[config.mk]
export PLATFORM = sky130hd
export DESIGN_NAME = bus_bp_wait
export DESIGN_NICKNAME = d
export VERILOG_FILES = /design/src/rtl/bpw_pkg.sv /design/src/rtl/bpw_match_reg.sv /design/src/rtl/bpw_datapath.sv /design/src/rtl/bpw_control.sv /design/src/rtl/bus_bp_wait.sv
export SDC_FILE = /design/constraint.sdc
export NUM_CORES = 1
export LEC_CHECK = 0
export BUFFER_PORTS_ARGS = -buffer_cell sky130_fd_sc_hd__buf_4
export CORE_MARGIN = 1
export CORE_UTILIZATION = 40
export CTS_CLUSTER_DIAMETER = 150
export DETAILED_ROUTE_END_ITERATION = 10
export HOLD_SLACK_MARGIN = 0.1
export PLACE_DENSITY = 0.71
export SYNTH_ARGS = -nofsm -noshare
export SYNTH_HDL_FRONTEND = slang
export SYNTH_SLANG_ARGS = --single-unit
[constraint.sdc]
create_clock -name clk -period 2.28 [get_ports clk]
set_clock_uncertainty 0.05 [all_clocks]
set_input_delay 0.57 -clock clk [delete_from_list [all_inputs] [get_ports clk]]
set_output_delay 0.57 -clock clk [all_outputs]
set_load 0.01 [all_outputs]
[src/rtl/bpw_pkg.sv]
package bpw_pkg;
  typedef struct packed {
    logic addrHit;
    logic dataHit;
  } bpHits_t;
endpackage

[src/rtl/bpw_match_reg.sv]
// Loadable compare register: hit when qualified and bus equals stored value.
module bpw_match_reg #(
  parameter int W = 8
) (
  input  logic         clk,
  input  logic         rst,
  input  logic         load,
  input  logic [W-1:0] loadValue,
  input  logic [W-1:0] busValue,
  input  logic         qualify,
  output logic         hit
);
  logic [W-1:0] stored;

  always_ff @(posedge clk) begin
    if (rst)       stored <= '0;
    else if (load) stored <= loadValue;
  end

  assign hit = qualify && (busValue == stored);
endmodule

[src/rtl/bpw_datapath.sv]
module bpw_datapath
  import bpw_pkg::*;
#(
  parameter int ADDR_W = 16,
  parameter int DATA_W = 8
) (
  input  logic              clk,
  input  logic              rst,
  input  logic [ADDR_W-1:0] addrBus,
  input  logic [DATA_W-1:0] dataBus,
  input  logic              rdStrobe,
  input  logic              wrStrobe,
  input  logic              aleStrobe,
  input  logic              addrBpLoad,
  input  logic [ADDR_W-1:0] addrBpValue,
  input  logic              dataBpLoad,
  input  logic [DATA_W-1:0] dataBpValue,
  input  logic              addrEnable,
  input  logic              dataEnable,
  output bpHits_t           hits
);
  logic addrQual;
  logic dataQual;

  // Address is valid only while being latched; data only during a transfer.
  assign addrQual = addrEnable && aleStrobe;
  assign dataQual = dataEnable && (rdStrobe || wrStrobe);

  bpw_match_reg #(.W(ADDR_W)) i_addrMatch (
    .clk(clk), .rst(rst),
    .load(addrBpLoad), .loadValue(addrBpValue),
    .busValue(addrBus), .qualify(addrQual),
    .hit(hits.addrHit)
  );

  bpw_match_reg #(.W(DATA_W)) i_dataMatch (
    .clk(clk), .rst(rst),
    .load(dataBpLoad), .loadValue(dataBpValue),
    .busValue(dataBus), .qualify(dataQual),
    .hit(hits.dataHit)
  );
endmodule

[src/rtl/bpw_control.sv]
module bpw_control
  import bpw_pkg::*;
(
  input  logic    clk,
  input  logic    rst,
  input  bpHits_t hits,
  input  logic    aleStrobe,
  input  logic    stepMode,
  input  logic    stepPulse,
  output logic    ready,
  output logic    dataPendingN,
  output logic    stopped
);
  logic aleQ;       // clock after the latch strobe: CPU samples READY
  logic addrHold;   // exact-address stop request
  logic dataPend;   // sticky data-pattern hit
  logic stopQ;      // CPU is in a wait state
  logic releaseQ;   // one-clock release after a step pulse
  logic holdReq;
  logic sampleWin;

  assign sampleWin = aleQ || stopQ;
  assign holdReq   = addrHold || dataPend || stepMode;
  assign ready     = rst || releaseQ || !holdReq;

  always_ff @(posedge clk) begin
    if (rst) begin
      aleQ     <= 1'b0;
      addrHold <= 1'b0;
      dataPend <= 1'b0;
      stopQ    <= 1'b0;
      releaseQ <= 1'b0;
    end else begin
      aleQ     <= aleStrobe;
      releaseQ <= stepPulse;
      // New hits take priority over a clearing step pulse.
      addrHold <= hits.addrHit || (addrHold && !stepPulse);
      dataPend <= hits.dataHit || (dataPend && !stepPulse);
      stopQ    <= !stepPulse && (stopQ || (sampleWin && !ready));
    end
  end

  assign dataPendingN = !dataPend;
  assign stopped      = stopQ;
endmodule

[src/rtl/bus_bp_wait.sv]
module bus_bp_wait
  import bpw_pkg::*;
#(
  parameter int ADDR_W = 16,
  parameter int DATA_W = 8
) (
  input  logic              clk,
  input  logic              rst,
  input  logic [ADDR_W-1:0] addrBus,
  input  logic [DATA_W-1:0] dataBus,
  input  logic              rdStrobe,
  input  logic              wrStrobe,
  input  logic              aleStrobe,
  input  logic              addrBpLoad,
  input  logic [ADDR_W-1:0] addrBpValue,
  input  logic              dataBpLoad,
  input  logic [DATA_W-1:0] dataBpValue,
  input  logic              addrEnable,
  input  logic              dataEnable,
  input  logic              stepMode,
  input  logic              stepPulse,
  output logic              ready,
  output logic              dataPendingN,
  output logic              stopped
);
  bpHits_t hits;

  bpw_datapath #(.ADDR_W(ADDR_W), .DATA_W(DATA_W)) i_datapath (
    .clk(clk), .rst(rst),
    .addrBus(addrBus), .dataBus(dataBus),
    .rdStrobe(rdStrobe), .wrStrobe(wrStrobe), .aleStrobe(aleStrobe),
    .addrBpLoad(addrBpLoad), .addrBpValue(addrBpValue),
    .dataBpLoad(dataBpLoad), .dataBpValue(dataBpValue),
    .addrEnable(addrEnable), .dataEnable(dataEnable),
    .hits(hits)
  );

  bpw_control i_control (
    .clk(clk), .rst(rst),
    .hits(hits), .aleStrobe(aleStrobe),
    .stepMode(stepMode), .stepPulse(stepPulse),
    .ready(ready), .dataPendingN(dataPendingN), .stopped(stopped)
  );
endmodule

==> summary.txt <==
status = finished, final reports clean
critical path type = register to output pin
die height = 58.5 um
fraction of layout cells with a size suffix above 1 = 0.352
cts hold-fix bufs = 0
period utilization = 0.770
post-synthesis xor/xnor area fraction = 0.164
internal power = 0.793 mW
htree depth = 2
Nets = 252
RSZ-0062 raised after global routing = false
Slew Limit Headroom = 0.807
core area = 3050 um2
Overflow after GRT = 0
Worst Setup Start Kind = register
clock-pin transition on the worst setup and hold timing paths = 0.08 ns
DR DRC count = 0
Final Non-Filler Cells = 237
max frequency = 0.569 GHz
Starting Density = 0.419
Total Power = 1.03 mW
final hold vios = 0
register area share after synthesis = 0.454
Setup Viol. Count Final = 0
Leak = 0.893 nW
Place WS = 0.538 ns
PortBufs = 61
Req. time, crit path = 1.66 ns
first-pass GRT wire length = 4.22 mm
Final GP Congestion = 0.705
sw frac = 0.229
detailed placement HPWL = 2.06 mm
Max Cap Viol = 0
post-DR vias/cell = 4.59
minimum clock period = 1.76 ns
Starting DRT DRC Count = 28
per-cell routed wire length = 10.9 um
Sequential Power Share = 0.535
post-synthesis register bit count = 29
Synth Net Count = 189
cell area after synthesis = 1280 um2
simple-gate portion of the synthesized area = 0.142
TritonCTS clock tree = done
main combinational cell family by area after synthesis = multiplexers
placed insts = 230
vias after detailed routing = 1,089
cts bufs inserted = 5
DRT Wirelength = 2.58 mm
worst vdd ir = 313 uV
pwr dens = 566 nW/um2
clock power share = 0.288
worst slew pin tran = 0.290 ns
Final WS setup = 0.524 ns
Synth cell types = 17
Rows = 20
# resized after CTS = 0
I/O pins = 62
Sum Neg Setup Slack = 0 ns
Die Wd = 58.5 um
initial antenna violation count = 0
number of routed nets with antenna violations = 0
Total GRT Usage = 0.167
CP Max Fanout = 3
CP endpoint kind = output pin
post-synthesis mux area share = 0.188
Worst-Skew Late Latency = 0.31 ns
final slew viol count = 0
Adder-Cell Fraction of Synth Area = 0
Ant. Diodes = 0
Post-Synthesis Cells = 130
number of iterations in the first detailed-routing pass = 4
CTS Root Cell = clkbuf_4
area grow syn2layout = 42.3%
synth warn = 0
Hold Path Class = input port to register
switching pwr = 0.236 mW
CTS max path bufs = 2
Compound-Gate Fraction of Synth Area = 0.0186
die area = 3430 um2
Avg Cell Area, Syn = 9.84 um2
number of global-route vias before repair = 1,077
Clock Sink Count = 29
power share of the combinational group = 0.177
post-CTS setup buffer count = 0
largest net degree at the start of global routing = 30
Crit path arrival time = 1.14 ns
==> cell families after synthesis <==
logic type / Yosys count
and+or+nand+nor: 41
xor gates and xnor gates: 24
buffers and inverters: 8
DFF: 29
AOI/OAI and AO/OA: 4
muxes: 24
==> state kept, by name, indices dropped and copies added (netlist names) <==
| name | count |
|---|---|
| i_control.aleQ | 1 |
| i_control.stopped | 1 |
| i_control.addrHold | 1 |
| i_datapath.i_addrMatch.stored | 16 |
| i_control.dataPend | 1 |
| i_control.releaseQ | 1 |
| i_datapath.i_dataMatch.stored | 8 |
==> final cells by class <==
class                      count  area, um2
inverter                       2       7.51
sequential                    29        581
clock buffer                   7       55.1
fill                         283       1230
timing repair buffer          62        465
multi-input combinational     93        656
tap                           44       55.1
==> cells in the final DEF (no fill, tap or decap) <==
cell type / Yosys / layout
buf_4: 2 / 62
dfxtp_1: 29 / 29
nor2_1: 25 / 25
mux2i_1: 24 / 24
xor2_1: 19 / 19
xnor2_1: 5 / 5
clkbuf_4: 0 / 5
nor3_1: 4 / 4
nor4_1: 4 / 4
nor2b_1: 3 / 3
inv_1: 2 / 2
nand3_1: 2 / 2
nand2_1: 2 / 2
o21ai_1: 2 / 2
a21oi_1: 1 / 1
o2111ai_1: 1 / 1
nand4_1: 1 / 1
clkbuf_8: 0 / 1
clkbuf_1: 0 / 1
==> through the flow <==
stage	util	hold WS, ns	area [um2]
final	0.596	0.383	1820
after global routing	0.596	0.367	1820
after CTS	0.596	0.368	1820
after detailed placement	0.578	0.407	1760
after global placement	0.578	0.408	1760
after floorplan	-	0.375	1280
==> worst paths after layout <==
check / start / end / slack, ns / cells after the start
max: i_control.dataPend / ready / 0.52 / 4
max reg2reg: i_datapath.i_dataMatch.stored[0] / i_control.dataPend / 1.09 / 4
min: stepPulse / i_control.stopped / 0.38 / 2
min reg2reg: i_control.addrHold / i_control.addrHold / 0.41 / 2
==> synthesized netlist by cell type <==
master,n,share of area
nand2_1,2,0.0059
nor3_1,4,0.016
buf_2,4,0.016
buf_4,2,0.012
nor2b_1,3,0.015
nor2_1,25,0.073
xor2_1,19,0.13
xnor2_1,5,0.034
nand3_1,2,0.0078
dfxtp_1,29,0.45
inv_1,2,0.0059
o21ai_1,2,0.0078
nand4_1,1,0.0049
nor4_1,4,0.020
a21oi_1,1,0.0039
o2111ai_1,1,0.0069
mux2i_1,24,0.19
==> worst max-delay path, stage by stage (launching register included) <==
cell and delay [ns]:
dfxtp_1 0.36, nor3_1 0.06, nor3_1 0.20, inv_1 0.06
buf_4 0.14
==> power groups by stage <==
stage | combinational (mW) | sequential (mW) | clock, mW
CTS | 0.185 | 0.551 | 0.312
finish | 0.182 | 0.551 | 0.297
global route | 0.201 | 0.554 | 0.337
global placement | 0.179 | 0.562 | 0
floorplan | 0.0913 | 0.559 | 0
detailed placement | 0.184 | 0.562 | 0
==> metal layers <==
layer | routed length, um | track usage | vias to the layer above
met1 | 1110 | 0.181 | 478
li1 | - | - | 556
met3 | 204 | 0.0527 | 7
met5 | 0 | 0 | -
met4 | 44 | 0.0918 | 0
met2 | 1220 | 0.289 | 48
No activity file was read; power rests on OpenSTA's default activity.
